--- config.mk ---
export PLATFORM = sky130hd
export DESIGN_NAME = gpio_irq_ctrl
export DESIGN_NICKNAME = d
export VERILOG_FILES = /design/src/rtl/gpio_irq_pkg.sv /design/src/rtl/gpio_pin_sync.sv /design/src/rtl/gpio_trig_detect.sv /design/src/rtl/gpio_irq_status.sv /design/src/rtl/gpio_irq_ctrl.sv
export SDC_FILE = /design/constraint.sdc
export NUM_CORES = 1
export LEC_CHECK = 0
export BUFFER_PORTS_ARGS = -buffer_cell sky130_fd_sc_hd__clkbuf_2
export CAP_MARGIN = 20
export CORE_MARGIN = 2
export CORE_UTILIZATION = 60
export CTS_CLUSTER_SIZE = 40
export DETAILED_ROUTE_END_ITERATION = 12
export MAX_ROUTING_LAYER = met4
export PLACE_DENSITY = 0.8
export SYNTH_ARGS = -nofsm -noshare
export SYNTH_HDL_FRONTEND = slang
export SYNTH_SLANG_ARGS = --single-unit
--- constraint.sdc ---
create_clock -name clk -period 2.6 [get_ports clk]
set_clock_uncertainty 0.2 [all_clocks]
set_input_delay 0.13 -clock clk [delete_from_list [all_inputs] [get_ports clk]]
set_output_delay 0.13 -clock clk [all_outputs]
set_load 0.02 [all_outputs]
--- src/rtl/gpio_irq_pkg.sv ---
package gpio_irq_pkg;

    localparam int REG_AW = 8;

    localparam logic [REG_AW-1:0] OFS_DOUT  = 8'h00;
    localparam logic [REG_AW-1:0] OFS_DIN   = 8'h04;
    localparam logic [REG_AW-1:0] OFS_DIR   = 8'h08;
    localparam logic [REG_AW-1:0] OFS_DSET  = 8'h10;
    localparam logic [REG_AW-1:0] OFS_DCLR  = 8'h14;
    localparam logic [REG_AW-1:0] OFS_PEN   = 8'h18;
    localparam logic [REG_AW-1:0] OFS_PTYP  = 8'h1C;
    localparam logic [REG_AW-1:0] OFS_IEN   = 8'h20;
    localparam logic [REG_AW-1:0] OFS_ISTS  = 8'h24;
    localparam logic [REG_AW-1:0] OFS_IMSK  = 8'h2C;
    localparam logic [REG_AW-1:0] OFS_ICLR  = 8'h30;
    localparam logic [REG_AW-1:0] OFS_ISEL  = 8'h34;
    localparam logic [REG_AW-1:0] OFS_IBOTH = 8'h38;
    localparam logic [REG_AW-1:0] OFS_IPOL  = 8'h3C;

    typedef enum logic [2:0] {
        TRIG_RISE = 3'd0,
        TRIG_FALL = 3'd1,
        TRIG_BOTH = 3'd2,
        TRIG_HIGH = 3'd3,
        TRIG_LOW  = 3'd4
    } trig_mode_e;

    // Level select dominates; both-edges dominates polarity in edge mode.
    function automatic trig_mode_e decode_trig(input logic lvl_sel,
                                               input logic both,
                                               input logic pol);
        if (lvl_sel)   return pol ? TRIG_LOW : TRIG_HIGH;
        else if (both) return TRIG_BOTH;
        else           return pol ? TRIG_FALL : TRIG_RISE;
    endfunction

endpackage

--- src/rtl/gpio_pin_sync.sv ---
module gpio_pin_sync #(
    parameter int NPIN   = 32,
    parameter int STAGES = 2
) (
    input  logic            clk,
    input  logic            rst_n,
    input  logic [NPIN-1:0] pin_raw,
    output logic [NPIN-1:0] pin_cur,
    output logic [NPIN-1:0] pin_prev
);

    logic [NPIN-1:0] chain_q [STAGES];
    logic [NPIN-1:0] prev_q;

    generate
        for (genvar s = 0; s < STAGES; s++) begin : g_stage
            if (s == 0) begin : g_first
                always_ff @(posedge clk or negedge rst_n) begin
                    if (!rst_n) chain_q[s] <= '0;
                    else        chain_q[s] <= pin_raw;
                end
            end else begin : g_next
                always_ff @(posedge clk or negedge rst_n) begin
                    if (!rst_n) chain_q[s] <= '0;
                    else        chain_q[s] <= chain_q[s-1];
                end
            end
        end
    endgenerate

    always_ff @(posedge clk or negedge rst_n) begin
        if (!rst_n) prev_q <= '0;
        else        prev_q <= chain_q[STAGES-1];
    end

    assign pin_cur  = chain_q[STAGES-1];
    assign pin_prev = prev_q;

endmodule

--- src/rtl/gpio_trig_detect.sv ---
module gpio_trig_detect
    import gpio_irq_pkg::*;
#(
    parameter int NPIN = 32
) (
    input  logic [NPIN-1:0] pin_cur,
    input  logic [NPIN-1:0] pin_prev,
    input  logic [NPIN-1:0] cfg_lvl,
    input  logic [NPIN-1:0] cfg_both,
    input  logic [NPIN-1:0] cfg_pol,
    output logic [NPIN-1:0] hit
);

    generate
        for (genvar p = 0; p < NPIN; p++) begin : g_pin
            trig_mode_e mode;
            logic       rise;
            logic       fall;

            assign rise = pin_cur[p] & ~pin_prev[p];
            assign fall = ~pin_cur[p] & pin_prev[p];

            always_comb begin
                mode = decode_trig(cfg_lvl[p], cfg_both[p], cfg_pol[p]);
                unique case (mode)
                    TRIG_RISE: hit[p] = rise;
                    TRIG_FALL: hit[p] = fall;
                    TRIG_BOTH: hit[p] = rise | fall;
                    TRIG_HIGH: hit[p] = pin_cur[p];
                    TRIG_LOW:  hit[p] = ~pin_cur[p];
                    default:   hit[p] = 1'b0;
                endcase
            end
        end
    endgenerate

endmodule

--- src/rtl/gpio_irq_status.sv ---
module gpio_irq_status #(
    parameter int NPIN = 32
) (
    input  logic            clk,
    input  logic            rst_n,
    input  logic [NPIN-1:0] hit,
    input  logic [NPIN-1:0] enable,
    input  logic [NPIN-1:0] mask,
    input  logic            clr_we,
    input  logic [NPIN-1:0] clr_bits,
    output logic [NPIN-1:0] status,
    output logic            irq
);

    logic [NPIN-1:0] status_q;
    logic [NPIN-1:0] clr_vec;
    logic [NPIN-1:0] status_d;

    always_comb begin
        clr_vec  = clr_we ? clr_bits : '0;
        // A fresh event outranks a clear landing in the same cycle.
        status_d = (status_q & ~clr_vec) | (hit & enable);
    end

    always_ff @(posedge clk or negedge rst_n) begin
        if (!rst_n) status_q <= '0;
        else        status_q <= status_d;
    end

    assign status = status_q;
    assign irq    = |(status_q & enable & ~mask);

endmodule

--- src/rtl/gpio_irq_ctrl.sv ---
module gpio_irq_ctrl
    import gpio_irq_pkg::*;
#(
    parameter int NPIN = 32
) (
    input  logic              clk,
    input  logic              rst_n,
    input  logic [REG_AW-1:0] bus_addr,
    input  logic              bus_we,
    input  logic [NPIN-1:0]   bus_wdata,
    output logic [NPIN-1:0]   bus_rdata,
    input  logic [NPIN-1:0]   pin_in,
    output logic [NPIN-1:0]   pin_out,
    output logic [NPIN-1:0]   pin_oe,
    output logic              irq_o
);

    logic [NPIN-1:0] dout_q, dir_q, pen_q, ptyp_q;
    logic [NPIN-1:0] ien_q, imsk_q, isel_q, iboth_q, ipol_q;
    logic [NPIN-1:0] pin_cur, pin_prev, hit, stat_q;
    logic            clr_we;

    gpio_pin_sync #(.NPIN(NPIN), .STAGES(2)) u_sync (
        .clk      (clk),
        .rst_n    (rst_n),
        .pin_raw  (pin_in),
        .pin_cur  (pin_cur),
        .pin_prev (pin_prev)
    );

    gpio_trig_detect #(.NPIN(NPIN)) u_detect (
        .pin_cur  (pin_cur),
        .pin_prev (pin_prev),
        .cfg_lvl  (isel_q),
        .cfg_both (iboth_q),
        .cfg_pol  (ipol_q),
        .hit      (hit)
    );

    assign clr_we = bus_we && (bus_addr == OFS_ICLR);

    gpio_irq_status #(.NPIN(NPIN)) u_status (
        .clk      (clk),
        .rst_n    (rst_n),
        .hit      (hit),
        .enable   (ien_q),
        .mask     (imsk_q),
        .clr_we   (clr_we),
        .clr_bits (bus_wdata),
        .status   (stat_q),
        .irq      (irq_o)
    );

    // Output word: full write, atomic set, atomic clear.
    always_ff @(posedge clk or negedge rst_n) begin
        if (!rst_n) begin
            dout_q <= '0;
        end else if (bus_we) begin
            unique case (bus_addr)
                OFS_DOUT: dout_q <= bus_wdata;
                OFS_DSET: dout_q <= dout_q | bus_wdata;
                OFS_DCLR: dout_q <= dout_q & ~bus_wdata;
                default:  dout_q <= dout_q;
            endcase
        end
    end

    // Plain configuration words.
    always_ff @(posedge clk or negedge rst_n) begin
        if (!rst_n) begin
            dir_q   <= '0;
            pen_q   <= '0;
            ptyp_q  <= '0;
            ien_q   <= '0;
            imsk_q  <= '0;
            isel_q  <= '0;
            iboth_q <= '0;
            ipol_q  <= '0;
        end else if (bus_we) begin
            unique case (bus_addr)
                OFS_DIR:   dir_q   <= bus_wdata;
                OFS_PEN:   pen_q   <= bus_wdata;
                OFS_PTYP:  ptyp_q  <= bus_wdata;
                OFS_IEN:   ien_q   <= bus_wdata;
                OFS_IMSK:  imsk_q  <= bus_wdata;
                OFS_ISEL:  isel_q  <= bus_wdata;
                OFS_IBOTH: iboth_q <= bus_wdata;
                OFS_IPOL:  ipol_q  <= bus_wdata;
                default:   ;
            endcase
        end
    end

    always_comb begin
        unique case (bus_addr)
            OFS_DOUT:  bus_rdata = dout_q;
            OFS_DIN:   bus_rdata = pin_cur;
            OFS_DIR:   bus_rdata = dir_q;
            OFS_PEN:   bus_rdata = pen_q;
            OFS_PTYP:  bus_rdata = ptyp_q;
            OFS_IEN:   bus_rdata = ien_q;
            OFS_ISTS:  bus_rdata = stat_q;
            OFS_IMSK:  bus_rdata = imsk_q;
            OFS_ISEL:  bus_rdata = isel_q;
            OFS_IBOTH: bus_rdata = iboth_q;
            OFS_IPOL:  bus_rdata = ipol_q;
            default:   bus_rdata = '0;
        endcase
    end

    assign pin_out = dout_q;
    assign pin_oe  = dir_q;

endmodule

# After elaboration in Yosys (flattened, before gate mapping)
# Index checks and enable logic that the tools add are counted.
[totals] word_cells=532 latch_bits=0 out_inout_bits=97 n_memories=0 mem_bits_ro=0 ram_bits=0 regBits=416
[op_classes] n_addsub=0 bitwise_logic=170 n_mul=0 div_mod_pow=0 muxes=163 eq_ne=141 magnitude_cmp=0 n_reduce_logical=45 shift=0
[ops] operator="32-bit one-hot mux with 11 select lines" n=1
[ops] operator="3-bit 2-to-1 mux" n=96
[ops] operator="3-bit by 2-bit == test with 1-bit output, second input constant" n=64
[ops] operator="32-bit bitwise AND" n=5
[ops] operator="1-bit one-hot mux with 5 select lines" n=32
[ops] operator="3-bit by 1-bit == test with 1-bit output, second input constant" n=32
[ops] operator="3-bit == test, second input constant" n=32
[ops] operator="3-bit zero test" n=32
[ops] operator="32-bit NOT" n=3
[ops] operator="32-bit one-hot mux with 3 select lines" n=1
[ops] operator="1-bit bitwise AND" n=64
[ops] operator="1-bit NOT" n=64
[ops] operator="32-bit bitwise OR" n=2
[ops] operator="8-bit by 6-bit == test with 1-bit output, second input constant" n=7
[ops] operator="8-bit by 5-bit == test with 1-bit output, second input constant" n=4
[ops] operator="1-bit 2-to-1 mux" n=32
[ops] operator="32-bit 2-to-1 mux" n=1
[ops] operator="1-bit bitwise OR" n=32
[ops] operator="32-bit OR reduction" n=1
[ops] operator="2-bit AND reduction" n=9
[ops] operator="8-bit by 3-bit == test with 1-bit output, second input constant" n=1
[ops] operator="8-bit by 4-bit == test with 1-bit output, second input constant" n=1
[ops] operator="8-bit zero test" n=1
[ops] operator="3-bit nonzero test" n=1
[ops] operator="1-bit logical AND" n=1

# Longest topological paths before layout
# Gate-level depths: netlist of the first run.
[depth] word_depth=7 ltp_mapped=9 mapped_depth_nobuf=7

# Hierarchy
# From an unflattened synthesis of the first run, not the netlist that was laid out.
[unflattened] cells_unflattened=1761 hier_area_um2=20494.7
[modules_own_cells] mod="gpio_irq_ctrl" cells_each=1159 area_per_inst_um2=14129.8 n_inst=1
[modules_own_cells] mod="gpio_pin_sync" cells_each=128 area_per_inst_um2=2642.5 n_inst=1
[modules_own_cells] mod="gpio_trig_detect" cells_each=320 area_per_inst_um2=2242.2 n_inst=1
[modules_own_cells] mod="gpio_irq_status" cells_each=154 area_per_inst_um2=1480.2 n_inst=1

# Worst setup path after synthesis of the first run
# Ideal clock, no wire load.
[synth_path] path_type="input to output" from="input port bus_addr[5]" to="output port bus_rdata[28]" t_arrival_ns=1.830 n_path_buf=4 slack_ns=0.440 cell_stages=8 required_ns=2.270 cell_sequence="buf_2 buf_2 buf_2 buf_2 mux2i_1 nor2_1 a2111oi_0 o21ai_0"
[synth_between] elab_chain_cells=2 word_cells_on_any_way=12
[synth_lines] item="start, declared" line="gpio_irq_ctrl.sv:8" text="input logic [REG_AW-1:0] bus_addr,"
[synth_lines] item="8-bit by 6-bit == test with 1-bit output (tied with other cells)" line="gpio_irq_ctrl.sv:95" text="unique case (bus_addr)"
[synth_lines] item="32-bit one-hot mux with 11 select lines (*)" line="gpio_irq_ctrl.sv:95"
[synth_lines] item="end, declared" line="gpio_irq_ctrl.sv:11" text="output logic [NPIN-1:0] bus_rdata,"
# Every way passes the cells marked *; elsewhere a longest branch is shown, timed or not.

# Worst setup path after layout of the first run
[layout_path] from="register ien_q[28]" to="output port irq_o"
[layout_between] elab_chain_cells=3
[layout_lines] item="start, declared" line="gpio_irq_ctrl.sv:19" text="logic [NPIN-1:0] ien_q, imsk_q, isel_q, iboth_q, ipol_q;"
[layout_lines] item="start signal, assigned" line="gpio_irq_ctrl.sv:84" text="OFS_IEN: ien_q <= bus_wdata;"
[layout_lines] item="32-bit bitwise AND (2 in series)" line="gpio_irq_status.sv:31" text="assign irq = |(status_q & enable & ~mask);"
[layout_lines] item="32-bit OR reduction" line="gpio_irq_status.sv:31"
[layout_lines] item="end, declared" line="gpio_irq_ctrl.sv:15" text="output logic irq_o"
# No other way between the ends.

==> flow_metrics.env, run 1 <==
export IMPL_status="complete, no violations"
export IMPL_die_area_sq_um=34990
export IMPL_combPwrFrac=0.100
export IMPL_core_region_area_sq_um=33280
export IMPL_post_place_ws_ps=166.3
export IMPL_p_per_area_nw_per_um2=642.9
export IMPL_worst_slew_pin_transition_ps=846.3
export IMPL_drt_first_pass_iters=6
export IMPL_start_util=0.6040
export IMPL_netSwitchingFraction=0.2497
export IMPL_die_x_um=187.0
export IMPL_clockBufferDepth=3
export IMPL_drv_cap=0
export IMPL_rsz0062_at_grt="no"
export IMPL_route_detailed_wl_per_inst_um=25.08
export IMPL_min_path_cells=2
export IMPL_syn_area_sq_um=20100
export IMPL_drive_gt1_frac=0.3138
export IMPL_port_buffers=171
export IMPL_fin_ws_ps=45.35
export IMPL_mostFrequentLayoutCells="dfrtp_1, mux2_2, nand2_1, clkbuf_2, buf_4"
export IMPL_yosysUniqueCellTypes=57
export IMPL_synth_edff_count=0
export IMPL_maxSlewViolCount=0
export IMPL_viasPerCell=6.442
export IMPL_cp_depth=5
export IMPL_crit_type="reg -> out"
export IMPL_dp_hpwl_um=41500
export IMPL_fin_crit_sh=0.9826
export IMPL_grt_max_degree=68
export IMPL_worst_path_max_delay_cell="nor4_2"
export IMPL_peakVddDrop_mv=0.5377
export IMPL_area_growth_synth_to_final_pct=20.25
export IMPL_clock_sinks=416
export IMPL_hold_end="u_sync.chain_q[43]"
export IMPL_intPower_w=0.01166
export IMPL_h_tree_depth=2
export IMPL_wl_um=62660
export IMPL_worstPathArrival_ps=2220
export IMPL_r2r_end="u_status.status[0]"
export IMPL_ant_nets=0
export IMPL_drcViolationCount=0
export IMPL_finalSetupTns_ps=0
export IMPL_grt_pass1_wl_um=96650
export IMPL_cts_tree="yes"
export IMPL_synthFlopType="dfrtp_1"
export IMPL_required_ps=2270
export IMPL_cts_made_buffers=44
export IMPL_grt_usage=0.3715
export IMPL_finalSetupViolCount=0
export IMPL_cp_max_fo=4
export IMPL_fill_cells=2227
export IMPL_nets=2146
export IMPL_cpLargestDelayFamily="simple AND/OR/NAND/NOR gates"
export IMPL_cp_cell_sequence="nand2_1, o22ai_1, nor4_2, nand4_1, clkbuf_2"
export IMPL_ys_ff_latch=416
export IMPL_ys_warn_count=0
export IMPL_cp_start_kind="register"
export IMPL_switchingPower_w=0.003881
export IMPL_maxSlewHeadroom=0.4337
export IMPL_worstHoldPathType="in -> reg"
export IMPL_grt_pass1_vias=16506
export IMPL_drtIter0Drc=1826
export IMPL_clk_pin_slew_ps=60
export IMPL_final_common_cell="dfrtp_1"
export IMPL_r2r_start="u_sync.pin_cur[0]"
export IMPL_p_leak_nw=11.63
export IMPL_die_y_um=187.0
export IMPL_yosysSeqAreaShare=0.5178
export IMPL_min_from="pin_in[11]"
export IMPL_std_cell_rows=67
export IMPL_max_stage_delay_ps=440
export IMPL_syn_area_per_cell_sq_um=11.49
export IMPL_syn_nets=1889
export IMPL_max_freq_mhz=391.4
export IMPL_cts_root_buf="clkbuf_16"
export IMPL_rr_worst_depth=6
export IMPL_r2r_slack_ps=920
export IMPL_grt_ovfl_total=0
export IMPL_pwr_share_seq=0.462
export IMPL_crit_buf_inv=1
export IMPL_cp_end_kind="output port"
export IMPL_pwr_share_clk=0.438
export IMPL_ioPinCount=172
export IMPL_async_flop_share=1.000
export IMPL_clk_latency_ps=570
export IMPL_syn_inst=1750
export IMPL_antenna_found_initial=7
export IMPL_hold_viol=0
export IMPL_period_minus_slack_ps=2555
export IMPL_place_congestion=0.9904
export IMPL_via_count=16093
flip-flops by register name, indices dropped and copies added (netlist names):
signal,count
imsk_q,32
iboth_q,32
u_sync.pin_cur,32
isel_q,32
u_status.status,32
u_sync.pin_prev,32
ien_q,32
pen_q,32
ptyp_q,32
pin_out,32
pin_oe,32
ipol_q,32
u_sync.chain_q,32
worst reg2reg max path: cells and delay by family (launching register included):
kind	cells	cell delay, ps
compound gates	3	380
simple gates	2	280
fa+ha+maj	1	240
flops	1	470
power groups by stage:
stage / clock network, W / logic, W / registers, W
final: 0.00680 / 0.00156 / 0.00718
after global placement: 0 / 0.00140 / 0.00725
after detailed placement: 0 / 0.00144 / 0.00727
after CTS: 0.00683 / 0.00154 / 0.00716
after global routing: 0.00713 / 0.00169 / 0.00721
after floorplan: 0 / 0.000775 / 0.00725
cell families after synthesis:
logic type	Yosys count	synth area share
AO/OA/AOI/OAI	357	0.1229
XOR/XNOR	32	0.01394
adder cells (fa/ha/maj)	64	0.03983
buffers and inverters	180	0.03641
flip-flops	416	0.5178
multiplexers	341	0.1876
AND/OR/NAND/NOR	360	0.08153
synthesized netlist by cell type, drive strengths merged, types with 45 or more instances:
| library cell | n | area (sq um) |
|---|---|---|
| ha | 64 | 800.8 |
| dfrtp | 416 | 10410 |
| mux2 | 286 | 3221 |
| buf | 45 | 225.2 |
| clkbuf | 70 | 262.8 |
| inv | 65 | 244.0 |
| a21oi | 65 | 325.3 |
| mux2i | 55 | 550.5 |
| a22oi | 46 | 345.3 |
| o21ai | 59 | 295.3 |
| nor2 | 77 | 299.0 |
| nand2 | 185 | 699.4 |
layer usage:
metal / track usage / wire [um]
met1: 0.4820 / 24030
met2: 0.5482 / 28240
met3: 0.08424 / 6562
met4: 0.1966 / 3829
met5: - / 0
stage by stage:
stage | cells | util | hold slack (ps) | instance area, sq um | total power, W
floorplan | 1750 | - | -365.6 | 20100 | 0.008028
global placement | 2343 | 0.6583 | -48.76 | 21910 | 0.008648
detailed placement | 2343 | 0.6583 | -48.58 | 21910 | 0.008714
CTS | 2491 | 0.7256 | 4.625 | 24150 | 0.01553
global route | 2498 | 0.7263 | 14.59 | 24170 | 0.01603
finish | 2498 | 0.7263 | 11.38 | 24170 | 0.01554
worst max path at each step:
| stage | from | endpoint | slack, ps |
|---|---|---|---|
| final | ien_q[28] | irq_o | 50 |
| after global routing | u_sync.pin_cur[28] | bus_rdata[28] | 20 |
| after CTS | ien_q[5] | irq_o | 50 |
| after detailed placement | bus_addr[7] | pin_out[26] | 170 |
| after global placement | bus_addr[7] | pin_out[29] | 270 |
| after floorplan | bus_addr[5] | bus_rdata[28] | 440 |
area by class of cell:
type                            instances  area (sq um)  area share
Antenna cell                            7         17.52   0.0007246
Clock buffer                           63          1294     0.05352
Sequential cell                       416         10410      0.4306
Tap cell                              448         560.5     0.02319
Timing Repair Buffer                  326          2325     0.09617
Clock inverter                         19         281.5     0.01165
Multi-Input combinational cell       1154          9041      0.3740
Inverter                               65         244.0     0.01009
what timing repair did:
action | 4_1_cts | 5_1_grt
endpoints found under the setup margin | 1 | 2
gates resized for setup | 1 | 2
hold endpoints to repair | 768 | 0
hold buffers | 66 | 0
cloned | 0 | 0
pin swaps | 0 | 1
setup buffers | 0 | 0
Power figures use the tool's default switching activity.
==> inputs of run 2 (changes only) <==
--- a/config.mk
+++ b/config.mk
@@ -11,6 +11,7 @@
 export CORE_UTILIZATION = 60
 export CTS_CLUSTER_SIZE = 40
 export DETAILED_ROUTE_END_ITERATION = 12
+export GPL_TIMING_DRIVEN = 0
 export MAX_ROUTING_LAYER = met4
 export PLACE_DENSITY = 0.8
 export SYNTH_ARGS = -nofsm -noshare
==> run 2 against run 1 <==
- the run now ends with negative setup slack left
- cell count grew 1.0%
- worst hold slack better by 17 ps
- flip-flop and latch count did not move
- critical path depth increased by 3
- critical endpoint is now bus_rdata[26]
- largest cell class unchanged
- largest power group unchanged
==> flow_metrics.env, run 2 (same netlist as run 1, synthesis figures left out) <==
export IMPL_maxSlewHeadroom=0.2773
export IMPL_grt_pass1_wl_um=101000
export IMPL_antenna_found_initial=4
export IMPL_period_minus_slack_ps=2655
export IMPL_crit_top_cell="clkbuf_2"
export IMPL_rsz0062_at_grt="no"
export IMPL_std_cell_rows=67
export IMPL_cts_root_buf="clkbuf_16"
export IMPL_max_stage_delay_ps=650
export IMPL_p_leak_nw=11.52
export IMPL_hold_viol=0
export IMPL_mostFrequentLayoutCells="dfrtp_1, mux2_2, clkbuf_2, nand2_1"
export IMPL_cp_cell_sequence="buf_6, nor2b_1, clkbuf_2, and2_1, buf_1, a32oi_1, nand3_1, clkbuf_2"
export IMPL_via_count=16511
export IMPL_grt_usage=0.3964
export IMPL_grt_ovfl_total=0
export IMPL_p_per_area_nw_per_um2=633.5
export IMPL_route_detailed_wl_per_inst_um=26.72
export IMPL_grt_max_degree=105
export IMPL_finalSetupTns_ps=-129.6
export IMPL_dp_hpwl_um=44640
export IMPL_drv_cap=0
export IMPL_h_tree_depth=2
export IMPL_clock_sinks=416
export IMPL_finalSetupViolCount=4
export IMPL_ant_nets=0
export IMPL_grt_pass1_vias=16571
export IMPL_ioPinCount=172
export IMPL_violations="negative setup slack"
export IMPL_cts_made_buffers=44
export IMPL_drcViolationCount=0
export IMPL_fill_cells=2293
export IMPL_maxSlewViolCount=0
export IMPL_core_region_area_sq_um=33280
export IMPL_worstPathArrival_ps=2330
export IMPL_status="finished with violations"
export IMPL_place_congestion=1.008
export IMPL_clk_pin_slew_ps=60
export IMPL_nets=2180
export IMPL_die_area_sq_um=34990
export IMPL_area_growth_synth_to_final_pct=19.60
export IMPL_cts_tree="yes"
export IMPL_clockBufferDepth=3
export IMPL_fin_ws_ps=-55.22
export IMPL_cp_start_kind="primary input"
export IMPL_cp_end_kind="output port"
export IMPL_worst_path_max_delay_cell="buf_1"
export IMPL_final_common_cell="dfrtp_1"
export IMPL_worstHoldPathType="in -> reg"
export IMPL_required_ps=2270
export IMPL_cp_max_fo=10
export IMPL_wl_um=67440
export IMPL_peakVddDrop_mv=0.5469
export IMPL_drive_gt1_frac=0.2999
export IMPL_port_buffers=166
export IMPL_fin_crit_sh=1.021
export IMPL_drtIter0Drc=1799
export IMPL_drt_first_pass_iters=8
export IMPL_clk_latency_ps=550
export IMPL_viasPerCell=6.542
export IMPL_die_x_um=187.0
export IMPL_max_freq_mhz=376.6
export IMPL_die_y_um=187.0
export IMPL_worst_slew_pin_transition_ps=1084
export IMPL_crit_type="in -> out"
export IMPL_power_w=0.01523
export IMPL_start_util=0.6040
[run 2: area by class of cell]
type                            count  area, sq um  area share
Timing Repair Buffer              245         1685     0.07010
Antenna cell                        5        12.51   0.0005204
Multi-Input combinational cell   1154         9089      0.3780
Clock inverter                     11        160.2    0.006661
Sequential cell                   416        10410      0.4330
Inverter                           65        244.0     0.01015
Tap cell                          448        560.5     0.02331
Clock buffer                       65         1301     0.05412
Buffer                            115        580.6     0.02415
[run 2: metrics by stage]
| step | hold slack (ps) | instance area [sq um] | setup slack, ps | utilization | instances |
|---|---|---|---|---|---|
| 6_report | 28.28 | 24040 | -55.22 | 0.7224 | 2524 |
| 5_1_grt | 24.47 | 24040 | 12.25 | 0.7224 | 2524 |
| 4_1_cts | 13.80 | 23920 | -73.32 | 0.7187 | 2515 |
| 3_5_place_dp | -53.41 | 21630 | -967.4 | 0.6498 | 2369 |
| 3_3_place_gp | 38.18 | 21490 | -8002 | 0.6459 | 2364 |
| 2_1_floorplan | -365.6 | 20100 | 440.0 | - | 1750 |
[run 2: worst max-delay path: cells and delay by family]
family,cells,cell delay (ps)
AOI/OAI and AO/OA,1,260
and+or+nand+nor,3,530
buffers and inverters,4,1380
[run 2: layer usage]
metal	track usage	wire [um]
met1	0.5057	25580
met2	0.5894	30150
met4	0.2155	4276
met3	0.09362	7439
met5	-	0
[run 2: where the power goes]
part	leakage, nW	total [W]	switching [W]	internal (W)
Combinational	5.44	0.00162	0.000943	0.000675
Clock	0.715	0.00644	0.00260	0.00384
Sequential	5.37	0.00717	0.000354	0.00682
[run 2: timing repair]
action	in CTS	in global routing
endpoints found under the setup margin	123	131
hold endpoints to repair	320	1
hold buffers	67	1
resized for setup	52	43
buffers inserted	3	3
pin swaps	1	2
[run 2: worst paths after layout]
path | startpoint | end | slack [ps] | cells after the start
setup / recovery | bus_addr[3] | bus_rdata[26] | -60 | 8
hold / removal | pin_in[26] | u_sync.chain_q[58] | 30 | 2
setup reg to reg | u_sync.pin_cur[28] | u_status.status[28] | 900 | 6
hold reg to reg | u_sync.chain_q[61] | u_sync.pin_cur[29] | 150 | 0
max in group asynchronous | rst_n | u_sync.pin_cur[29] | 430 | 5
min in group asynchronous | rst_n | u_sync.pin_cur[2] | 470 | 3
==> inputs of run 3 (changes only) <==
--- a/config.mk
+++ b/config.mk
@@ -12,6 +12,7 @@
 export CTS_CLUSTER_SIZE = 40
 export DETAILED_ROUTE_END_ITERATION = 12
 export GPL_TIMING_DRIVEN = 0
+export HOLD_SLACK_MARGIN = 0.05
 export MAX_ROUTING_LAYER = met4
 export PLACE_DENSITY = 0.8
 export SYNTH_ARGS = -nofsm -noshare
==> run 3 against run 2 <==
- maximum frequency grew 1.0%
- die area is the same
- the run still ends with negative setup slack left
- utilization grew 1.1 points
- cell count grew 1.4%
- register-to-register slack is essentially flat
- sequential share of layout area shrank 0.62 points
- combinational power grew 2%
- setup slack gained 26 ps
- clock power is essentially flat
==> flow_metrics.env, run 3 (same netlist as run 1, synthesis figures left out) <==
export IMPL_status="finished with violations"
export IMPL_violations="negative setup slack"
export IMPL_peakVddDrop_mv=0.5407
export IMPL_drive_gt1_frac=0.2955
export IMPL_port_buffers=166
export IMPL_fin_hold_ws_ps=59.81
export IMPL_finalSetupTns_ps=-62.25
export IMPL_cp_max_fo=10
export IMPL_viasPerCell=6.505
export IMPL_cp_end_kind="output port"
export IMPL_mostFrequentLayoutCells="dfrtp_1, mux2_2, clkbuf_2, nand2_1, dlygate4sd3_1"
export IMPL_pwr_share_clk=0.422
export IMPL_place_congestion=1.008
export IMPL_drv_cap=0
export IMPL_finalSetupViolCount=3
export IMPL_ioPinCount=172
export IMPL_nets=2214
export IMPL_grt_usage=0.4028
export IMPL_wl_um=68350
export IMPL_grt_ovfl_total=0
export IMPL_grt_use_met2=0.5984
export IMPL_pwr_share_seq=0.470
export IMPL_hold_viol=0
export IMPL_switchingPower_w=0.003902
export IMPL_grt_busiest_layer="met2"
export IMPL_drtIter0Drc=1901
export IMPL_netSwitchingFraction=0.2555
export IMPL_core_region_area_sq_um=33280
export IMPL_p_leak_nw=11.66
export IMPL_intPower_w=0.01137
export IMPL_grt_pass1_vias=16804
export IMPL_fin_ws_ps=-28.74
export IMPL_crit_type="in -> out"
export IMPL_crit_start="bus_addr[5]"
export IMPL_cp_start_kind="primary input"
export IMPL_dp_hpwl_um=44640
export IMPL_clockBufferDepth=3
export IMPL_h_tree_depth=2
export IMPL_cts_tree="yes"
export IMPL_die_x_um=187.0
export IMPL_cts_made_buffers=44
export IMPL_grt_use_met3=0.09418
export IMPL_min_from="pin_in[0]"
export IMPL_r2r_start="u_sync.pin_cur[28]"
export IMPL_cts_root_buf="clkbuf_16"
export IMPL_die_area_sq_um=34990
export IMPL_die_y_um=187.0
export IMPL_period_minus_slack_ps=2629
export IMPL_std_cell_rows=67
export IMPL_rsz0062_at_grt="no"
export IMPL_clk_pin_slew_ps=60
export IMPL_drcViolationCount=0
export IMPL_combPwrFrac=0.109
export IMPL_fin_crit_sh=1.011
export IMPL_worstHoldPathType="in -> reg"
export IMPL_grt_max_degree=105
export IMPL_antenna_found_initial=5
export IMPL_max_freq_mhz=380.4
export IMPL_route_detailed_wl_per_inst_um=26.71
export IMPL_via_count=16647
export IMPL_clock_sinks=416
export IMPL_met1_usage=0.5141
export IMPL_ant_nets=0
export IMPL_final_common_cell="dfrtp_1"
export IMPL_required_ps=2270
export IMPL_start_util=0.6040
export IMPL_area_growth_synth_to_final_pct=21.35
export IMPL_drt_first_pass_iters=8
export IMPL_maxSlewViolCount=0
export IMPL_worst_slew_pin_transition_ps=1076
export IMPL_maxSlewHeadroom=0.2825
export IMPL_grt_pass1_wl_um=102600
export IMPL_postLayoutCoreUtil=0.7330
export IMPL_worstPathArrival_ps=2300
export IMPL_clk_latency_ps=540
export IMPL_p_per_area_nw_per_um2=626.2
## run 3: worst max-delay path, cell delays in order
cell and delay (ps):
clkbuf_4 210, nor2b_2 520, nand2_1 310, nor2_4 500
a22o_1 250, a311o_1 170, clkbuf_2 190
## run 3: final timing paths
check	to	slack (ps)	cells after the start
setup / recovery	bus_rdata[8]	-30	7
max in group asynchronous	u_sync.chain_q[55]	430	5
setup reg to reg	u_status.status[28]	890	6
min in group asynchronous	u_sync.pin_cur[2]	470	3
hold reg to reg	u_sync.pin_cur[12]	150	0
hold / removal	u_sync.chain_q[32]	60	2
## run 3: power by group through the flow
stage	sequential [W]	clock (W)	combinational (W)
3_3_place_gp	0.00725	0	0.00139
3_5_place_dp	0.00727	0	0.00146
6_report	0.00718	0.00644	0.00166
5_1_grt	0.00721	0.00672	0.00178
4_1_cts	0.00716	0.00644	0.00161
2_1_floorplan	0.00725	0	0.000775
## run 3: timing repair
item | 4_1_cts | 5_1_grt
endpoints found under the setup margin | 123 | 134
hold buffers | 101 | 1
pin swaps | 1 | 3
endpoints found under the hold margin | 441 | 1
gates resized for setup | 52 | 46
buffers inserted | 3 | 4
## run 3: routing by layer
metal	part of all wire	routed length [um]	vias to the layer above
met3	0.11	7276	311
met4	0.065	4459	0
li1	-	-	6932
met2	0.45	30570	1071
met1	0.38	26050	8333
met5	0	0	-
## run 3: final cells by class
| class | count | area [sq um] |
|---|---|---|
| well taps | 448 | 560.5 |
| fillers | 2250 | 8886 |
| diodes | 6 | 15.01 |
| inverters | 65 | 244.0 |
| clock inverters | 11 | 160.2 |
| repair buffers | 280 | 2036 |
| plain buffers | 114 | 579.3 |
| multi-input cells | 1154 | 9089 |
| clock buffers | 65 | 1301 |
| flip-flops and latches | 416 | 10410 |
## run 3: through the flow
stage	setup slack (ps)	std cells	area (sq um)	total power [W]
6_report	-28.74	2559	24390	0.01528
3_3_place_gp	-8002	2364	21490	0.008641
5_1_grt	10.41	2559	24390	0.01570
3_5_place_dp	-967.4	2369	21630	0.008727
2_1_floorplan	440.0	1750	20100	0.008028
4_1_cts	-73.32	2549	24260	0.01521
